**src/rtl/audio_err_pkg.sv**
```systemverilog
// Package: shared flag positions and counts for the audio FIFO error block.
// Assumes: the flag positions are visible to software and must stay fixed.
package audio_err_pkg;
    localparam int NUM_ERR = 3;
    localparam int ERR_TX_OVF = 0;
    localparam int ERR_RX_UDF = 1;
    localparam int ERR_RX_OVF = 2;
endpackage

```
**src/rtl/afe_sync_fifo.sv**
```systemverilog
// Module: single-clock word FIFO with a combinational head word.
// What it does: stores up to DEPTH words. A push while full or a pop while
// empty is blocked and reported on push_drop or pop_drop.
// Assumes: DEPTH >= 2. The storage itself is not reset.
module afe_sync_fifo #(
    parameter int W     = 16,
    parameter int DEPTH = 8,
    localparam int AW   = $clog2(DEPTH),
    localparam int CW   = $clog2(DEPTH + 1)
) (
    input  logic          clk,
    input  logic          rst_n,
    input  logic          push,
    input  logic [W-1:0]  push_data,
    input  logic          pop,
    output logic [W-1:0]  pop_data,
    output logic [CW-1:0] count,
    output logic          full,
    output logic          push_drop,
    output logic          pop_drop
);
    logic [W-1:0]  mem [DEPTH];
    logic [AW-1:0] wr_ptr, rd_ptr;
    logic          do_push, do_pop;

    // Qualify requests against the occupancy.
    always_comb begin
        full      = (count == CW'(DEPTH));
        do_push   = push && !full;
        do_pop    = pop && (count != '0);
        push_drop = push && full;
        pop_drop  = pop && (count == '0);
        pop_data  = mem[rd_ptr];
    end

    // Write accepted words into storage.
    always_ff @(posedge clk) begin
        if (do_push) mem[wr_ptr] <= push_data;
    end

    // Advance pointers and occupancy.
    always_ff @(posedge clk) begin
        if (!rst_n) begin
            wr_ptr <= '0;
            rd_ptr <= '0;
            count  <= '0;
        end else begin
            if (do_push) wr_ptr <= (wr_ptr == AW'(DEPTH - 1)) ? '0 : wr_ptr + 1'b1;
            if (do_pop)  rd_ptr <= (rd_ptr == AW'(DEPTH - 1)) ? '0 : rd_ptr + 1'b1;
            case ({do_push, do_pop})
                2'b10:   count <= count + 1'b1;
                2'b01:   count <= count - 1'b1;
                default: count <= count;
            endcase
        end
    end
endmodule

```
**src/rtl/afe_rx_hold.sv**
```systemverilog
// Module: receive holding register in front of the receive FIFO.
// What it does: catches each serial word and moves it into the FIFO when
// there is room. An arrival while the word cannot move overwrites it and
// raises overrun.
// Assumes: fifo_full is the FIFO's occupancy as seen in the same cycle.
module afe_rx_hold #(
    parameter int W = 16
) (
    input  logic         clk,
    input  logic         rst_n,
    input  logic         in_valid,
    input  logic [W-1:0] in_data,
    input  logic         fifo_full,
    output logic [W-1:0] hold_data,
    output logic         xfer,
    output logic         overrun
);
    logic hold_valid;

    // Decide transfer and overrun for this cycle.
    always_comb begin
        xfer    = hold_valid && !fifo_full;
        overrun = in_valid && hold_valid && !xfer;
    end

    // Load new arrivals, or empty the register after a transfer.
    always_ff @(posedge clk) begin
        if (!rst_n) begin
            hold_valid <= 1'b0;
            hold_data  <= '0;
        end else if (in_valid) begin
            hold_valid <= 1'b1;
            hold_data  <= in_data;
        end else if (xfer) begin
            hold_valid <= 1'b0;
        end
    end
endmodule

```
**src/rtl/afe_err_flags.sv**
```systemverilog
// Module: sticky error flags, enable bits and the registered interrupt.
// What it does: set_vec sets flags regardless of enables. A clear write
// drops each flag whose data bit is 0. A set wins over a clear on the same edge.
// Assumes: set_vec is a single-cycle pulse per event.
module afe_err_flags #(
    parameter int N = 3
) (
    input  logic         clk,
    input  logic         rst_n,
    input  logic [N-1:0] set_vec,
    input  logic         clr_wr,
    input  logic [N-1:0] clr_data,
    input  logic         en_wr,
    input  logic [N-1:0] en_data,
    output logic [N-1:0] flags,
    output logic [N-1:0] en,
    output logic         irq
);
    logic [N-1:0] keep_mask;

    // Bits to keep: all of them unless a clear write is present.
    always_comb keep_mask = clr_wr ? clr_data : '1;

    // Flag, enable and interrupt registers.
    always_ff @(posedge clk) begin
        if (!rst_n) begin
            flags <= '0;
            en    <= '0;
            irq   <= 1'b0;
        end else begin
            flags <= set_vec | (flags & keep_mask);
            if (en_wr) en <= en_data;
            irq   <= |(flags & en);
        end
    end
endmodule

```
**src/rtl/audio_fifo_err.sv**
```systemverilog
// Module: top of the audio FIFO error block.
// What it does: transmit FIFO (bus in, serial out), receive holding register
// and receive FIFO (serial in, bus out), plus the three sticky error flags.
// Assumes: one bus access of each kind per cycle at most.
module audio_fifo_err #(
    parameter int W     = 16,
    parameter int DEPTH = 8,
    localparam int CW   = $clog2(DEPTH + 1),
    localparam int NE   = audio_err_pkg::NUM_ERR
) (
    input  logic          clk,
    input  logic          rst_n,
    input  logic          tx_wr_en,
    input  logic [W-1:0]  tx_wr_data,
    input  logic          tx_rd_en,
    output logic [W-1:0]  tx_rd_data,
    output logic [CW-1:0] tx_count,
    input  logic          rx_in_valid,
    input  logic [W-1:0]  rx_in_data,
    input  logic          rx_rd_en,
    output logic [W-1:0]  rx_rd_data,
    output logic [CW-1:0] rx_count,
    input  logic          stat_wr_en,
    input  logic [NE-1:0] stat_wr_data,
    input  logic          en_wr_en,
    input  logic [NE-1:0] en_wr_data,
    output logic [NE-1:0] err_flags,
    output logic [NE-1:0] err_en,
    output logic          irq
);
    import audio_err_pkg::*;

    logic          tx_full, tx_ovf, tx_udf_unused;
    logic          rx_full, rx_udf, rx_ovf_unused;
    logic          hold_xfer, hold_ovr;
    logic [W-1:0]  hold_word;
    logic [NE-1:0] set_vec;

    afe_sync_fifo #(.W(W), .DEPTH(DEPTH)) u_tx_fifo (
        .clk       (clk),
        .rst_n     (rst_n),
        .push      (tx_wr_en),
        .push_data (tx_wr_data),
        .pop       (tx_rd_en),
        .pop_data  (tx_rd_data),
        .count     (tx_count),
        .full      (tx_full),
        .push_drop (tx_ovf),
        .pop_drop  (tx_udf_unused)
    );

    afe_rx_hold #(.W(W)) u_rx_hold (
        .clk       (clk),
        .rst_n     (rst_n),
        .in_valid  (rx_in_valid),
        .in_data   (rx_in_data),
        .fifo_full (rx_full),
        .hold_data (hold_word),
        .xfer      (hold_xfer),
        .overrun   (hold_ovr)
    );

    afe_sync_fifo #(.W(W), .DEPTH(DEPTH)) u_rx_fifo (
        .clk       (clk),
        .rst_n     (rst_n),
        .push      (hold_xfer),
        .push_data (hold_word),
        .pop       (rx_rd_en),
        .pop_data  (rx_rd_data),
        .count     (rx_count),
        .full      (rx_full),
        .push_drop (rx_ovf_unused),
        .pop_drop  (rx_udf)
    );

    // Gather the error events into flag positions.
    always_comb begin
        set_vec             = '0;
        set_vec[ERR_TX_OVF] = tx_ovf;
        set_vec[ERR_RX_UDF] = rx_udf;
        set_vec[ERR_RX_OVF] = hold_ovr;
    end

    afe_err_flags #(.N(NE)) u_flags (
        .clk      (clk),
        .rst_n    (rst_n),
        .set_vec  (set_vec),
        .clr_wr   (stat_wr_en),
        .clr_data (stat_wr_data),
        .en_wr    (en_wr_en),
        .en_data  (en_wr_data),
        .flags    (err_flags),
        .en       (err_en),
        .irq      (irq)
    );
endmodule

```
**config.mk**
```make
export PLATFORM = sky130hd
export DESIGN_NAME = audio_fifo_err
export DESIGN_NICKNAME = d
export VERILOG_FILES = /design/src/rtl/audio_err_pkg.sv /design/src/rtl/afe_sync_fifo.sv /design/src/rtl/afe_rx_hold.sv /design/src/rtl/afe_err_flags.sv /design/src/rtl/audio_fifo_err.sv
export SDC_FILE = /design/constraint.sdc
export NUM_CORES = 1
export LEC_CHECK = 0
export ABC_CLOCK_PERIOD_IN_PS = 3900
export BUFFER_PORTS_ARGS = -buffer_cell sky130_fd_sc_hd__buf_2
export CORE_MARGIN = 3
export CORE_UTILIZATION = 40
export DETAILED_ROUTE_END_ITERATION = 6
export PLACE_DENSITY = 0.59
export SKIP_CTS_REPAIR_TIMING = 1
export SYNTH_ARGS = -nofsm -noshare
export SYNTH_HDL_FRONTEND = slang
export SYNTH_SLANG_ARGS = --single-unit
```
**constraint.sdc**
```tcl
create_clock -name clk -period 3.9 [get_ports clk]
set_input_delay 0.195 -clock clk [delete_from_list [all_inputs] [get_ports clk]]
set_output_delay 0.195 -clock clk [all_outputs]
set_load 0.01 [all_outputs]
```
==> run summary <==
Outcome -> finished, violations left
Failing checks -> negative hold slack
Vias -> 5,948
Top cell type's share of synthesized area -> 64.8%
CTS clk-pin slew, worst paths -> 60 ps
Pre-CTS setup slack -> 1200 ps
Lkg Pwr -> 0.00479 uW
# DRC -> 0
Worst hold start -> stat_wr_data[2]
Ant. Diodes -> 0
Worst EP arrival -> 2670 ps
R2R cell count -> 9
Async SR Flop Fraction -> 0%
Die ar. -> 31,800 um^2
CP delay by family, top -> multiplexers
Share of cells above drive strength 1 -> 34.2%
Avg Inst Size Synth -> 19.7 um^2
TritonCTS Buffers -> 31
First-pass GRT wire length -> 36,500 um
Via/cell ratio -> 5.15
Clk sink count -> 306
Initial DRC count -> 329
Worst skew pair latency -> 550 ps
Total of max-cap violations -> 0
Largest net degree at the start of global routing -> 47
Drt pass-1 iters -> 4
Critical path class -> reg2out
I/O Pins -> 93
Max Buffers Root-to-Sink -> 3
Worst Path Buf+Inv -> 2
RSZ-0062 raised after global routing -> no
Worst setup SP type -> register
Seq cells post-synth -> 306
Critical-path cell list -> buf_4 -> mux4_2 -> mux2_2 -> buf_2
Grt ovf -> 0
Post-Synthesis Cells -> 603
Clock Tree Root -> clkbuf_16
Minimum clock period after layout -> 2860 ps
Worst slew pin tran -> 1170 ps
Synth Cell Area -> 11,900 um^2
Initial core utilization -> 40.9%
Slowest CP cell -> dfxtp_2
Routability cong. -> 0.785
Pint -> 6150 uW
Leading cell type in the layout, fill and taps excluded -> edfxtp_1
Final setup vio count -> 0
WHS -> -3.51 ps
Unique masters post-synth -> 42
Number of synthesized flops with an enable pin -> 256
Sequential-to-total area share from yosys stat -> 73.2%
Layout area overhead -> 19.6%
Die Ht -> 178 um
Clock power share -> 32.6%
Reg area -> 8690 um^2
DP HPWL -> 13,600 um
Clock tree from TritonCTS -> done
Vias in the first global route -> 6,259
Port-buffer cells -> 92
Final hold viol count -> 1
Max incr delay on CP -> 610 ps
Area of the multi-input gates -> 3160 um^2
Worst hold path class -> in2reg
DRT Wirelength -> 23,800 um
Worst Hold Depth -> 3
Primary FF master, synth -> edfxtp_1
Dpl cell area -> 12,900 um^2
Drt wl/cell -> 20.6 um
VDD IR max -> 0.000408 V
Pins Over Slew Limit -> 0
Synth warn -> 0
Max Clk Rate -> 349 MHz
Reg power frac -> 47.4%
Antenna violations before repair -> 0
Tcrit/Tclk final -> 73.4%
Gr usage total -> 15.2%
Pwr/cell area -> 587 nW/um^2
Leading area contributor after synthesis -> edfxtp_1
Core area -> 29,000 um^2
Fillers -> 2,398
CP Depth -> 4
Most frequent cells in the layout -> edfxtp_1 (256), buf_2 (92), mux4_2 (64)
Worst r2r src -> u_rx_fifo.count[1]
H-Tree Depth -> 1
Design Area, Final -> 14,200 um^2
Crit path required time -> 3700 ps
Max Clock Skew -> 9.58 ps
Die W -> 178 um
Net switching power -> 2180 uW
Area contributors post-synth -> edfxtp_1 (65%), mux4_2 (12%), dfxtp_1 (8.4%)
Comb pwr share -> 20.0%
Setup TNS Final -> 0 ps
Nature of the critical path endpoint -> output port
Rows -> 62
Fin nets -> 809
Net Sw Frac -> 26.2%
Final setup margin -> 1040 ps
Syn Nets -> 663
Critical Path Fanout Max -> 20
Post-DRT Antenna Nets -> 0
Max_slew headroom -> 21.6%
==> synthesized netlist by cell type (7+ instances only) <==
| master | number |
|---|---|
| nor2_1 | 7 |
| mux2i_1 | 26 |
| mux4_2 | 64 |
| nor3_1 | 10 |
| ha_1 | 14 |
| clkbuf_1 | 11 |
| mux2_2 | 32 |
| edfxtp_1 | 256 |
| nand2_1 | 15 |
| buf_2 | 12 |
| dfxtp_1 | 50 |
| nor2b_1 | 31 |
| a21boi_0 | 10 |
==> cell type report <==
type,count,area share (%)
multi-input cells,266,22.3
well taps,384,3.39
inverters,4,0.106
clock inverters,17,0.890
flip-flops and latches,306,61.2
repair buffers,140,6.45
clock buffers,38,5.65
==> logic make-up (layout without fill, tap and decap cells) <==
| kind of cell | count (synthesis) | after routing | synth area share (%) |
|---|---|---|---|
| DFF | 306 | 306 | 73.2 |
| buffers and inverters | 31 | 199 | 1.11 |
| adders and majority gates | 14 | 14 | 1.48 |
| xor gates and xnor gates | 6 | 6 | 0.443 |
| and+or+nand+nor | 90 | 90 | 4.29 |
| muxes | 122 | 122 | 17.4 |
| AOI/OAI and AO/OA | 34 | 34 | 2.12 |
==> per-layer routing <==
layer	vias up	wire length (um)	part of all wire, %	GRT usage [%]
met4	0	341	1.4	2.89
met5	-	0	0	0
met3	27	932	3.9	2.45
met2	126	11800	50	26.0
met1	3080	10700	45	20.7
li1	2715	-	-	-
==> power groups by stage <==
stage	Sequential (uW)	Combinational, uW	Clock (uW)
5_1_grt	3980	1830	2940
6_report	3950	1670	2710
4_1_cts	3960	1680	2780
3_3_place_gp	4000	1630	0
2_1_floorplan	3910	1250	0
3_5_place_dp	4030	1670	0
==> sequential cells by signal (all words and copies together) (netlist names), 3 cells and up, named ones only <==
| register | cells |
|---|---|
| u_rx_fifo.mem | 128 |
| u_tx_fifo.mem | 128 |
| u_rx_hold.hold_data | 16 |
| u_rx_fifo.count | 4 |
| u_tx_fifo.count | 4 |
| u_flags.en | 3 |
| u_flags.flags | 3 |
| u_rx_fifo.rd_ptr | 3 |
| u_rx_fifo.wr_ptr | 3 |
| u_tx_fifo.rd_ptr | 3 |
| u_tx_fifo.wr_ptr | 3 |
==> per-stage QoR <==
stage                     utilization, %  power [uW]  hold WS (ps)  instances
after floorplan                        -        5160           294        603
after global placement              44.4        5630           451       1062
final                               48.9        8330         -3.51       1155
after CTS                           47.6        8420          -127       1117
after detailed placement            44.4        5700           459       1062
after global routing                48.9        8750          2.57       1155
==> final timing paths <==
kind	to	slack (ps)
hold / removal	u_flags.flags[2]	-4
hold reg to reg	u_tx_fifo.count[3]	520
setup / recovery	tx_rd_data[12]	1040
setup reg to reg	u_rx_fifo.count[2]	1180
==> tightest hold or removal path, delay by kind of cell <==
kind / cells / cell delay, ps
buf+inv: 1 / 70
compound gates: 2 / 230
(Power assumes the default switching activity.)
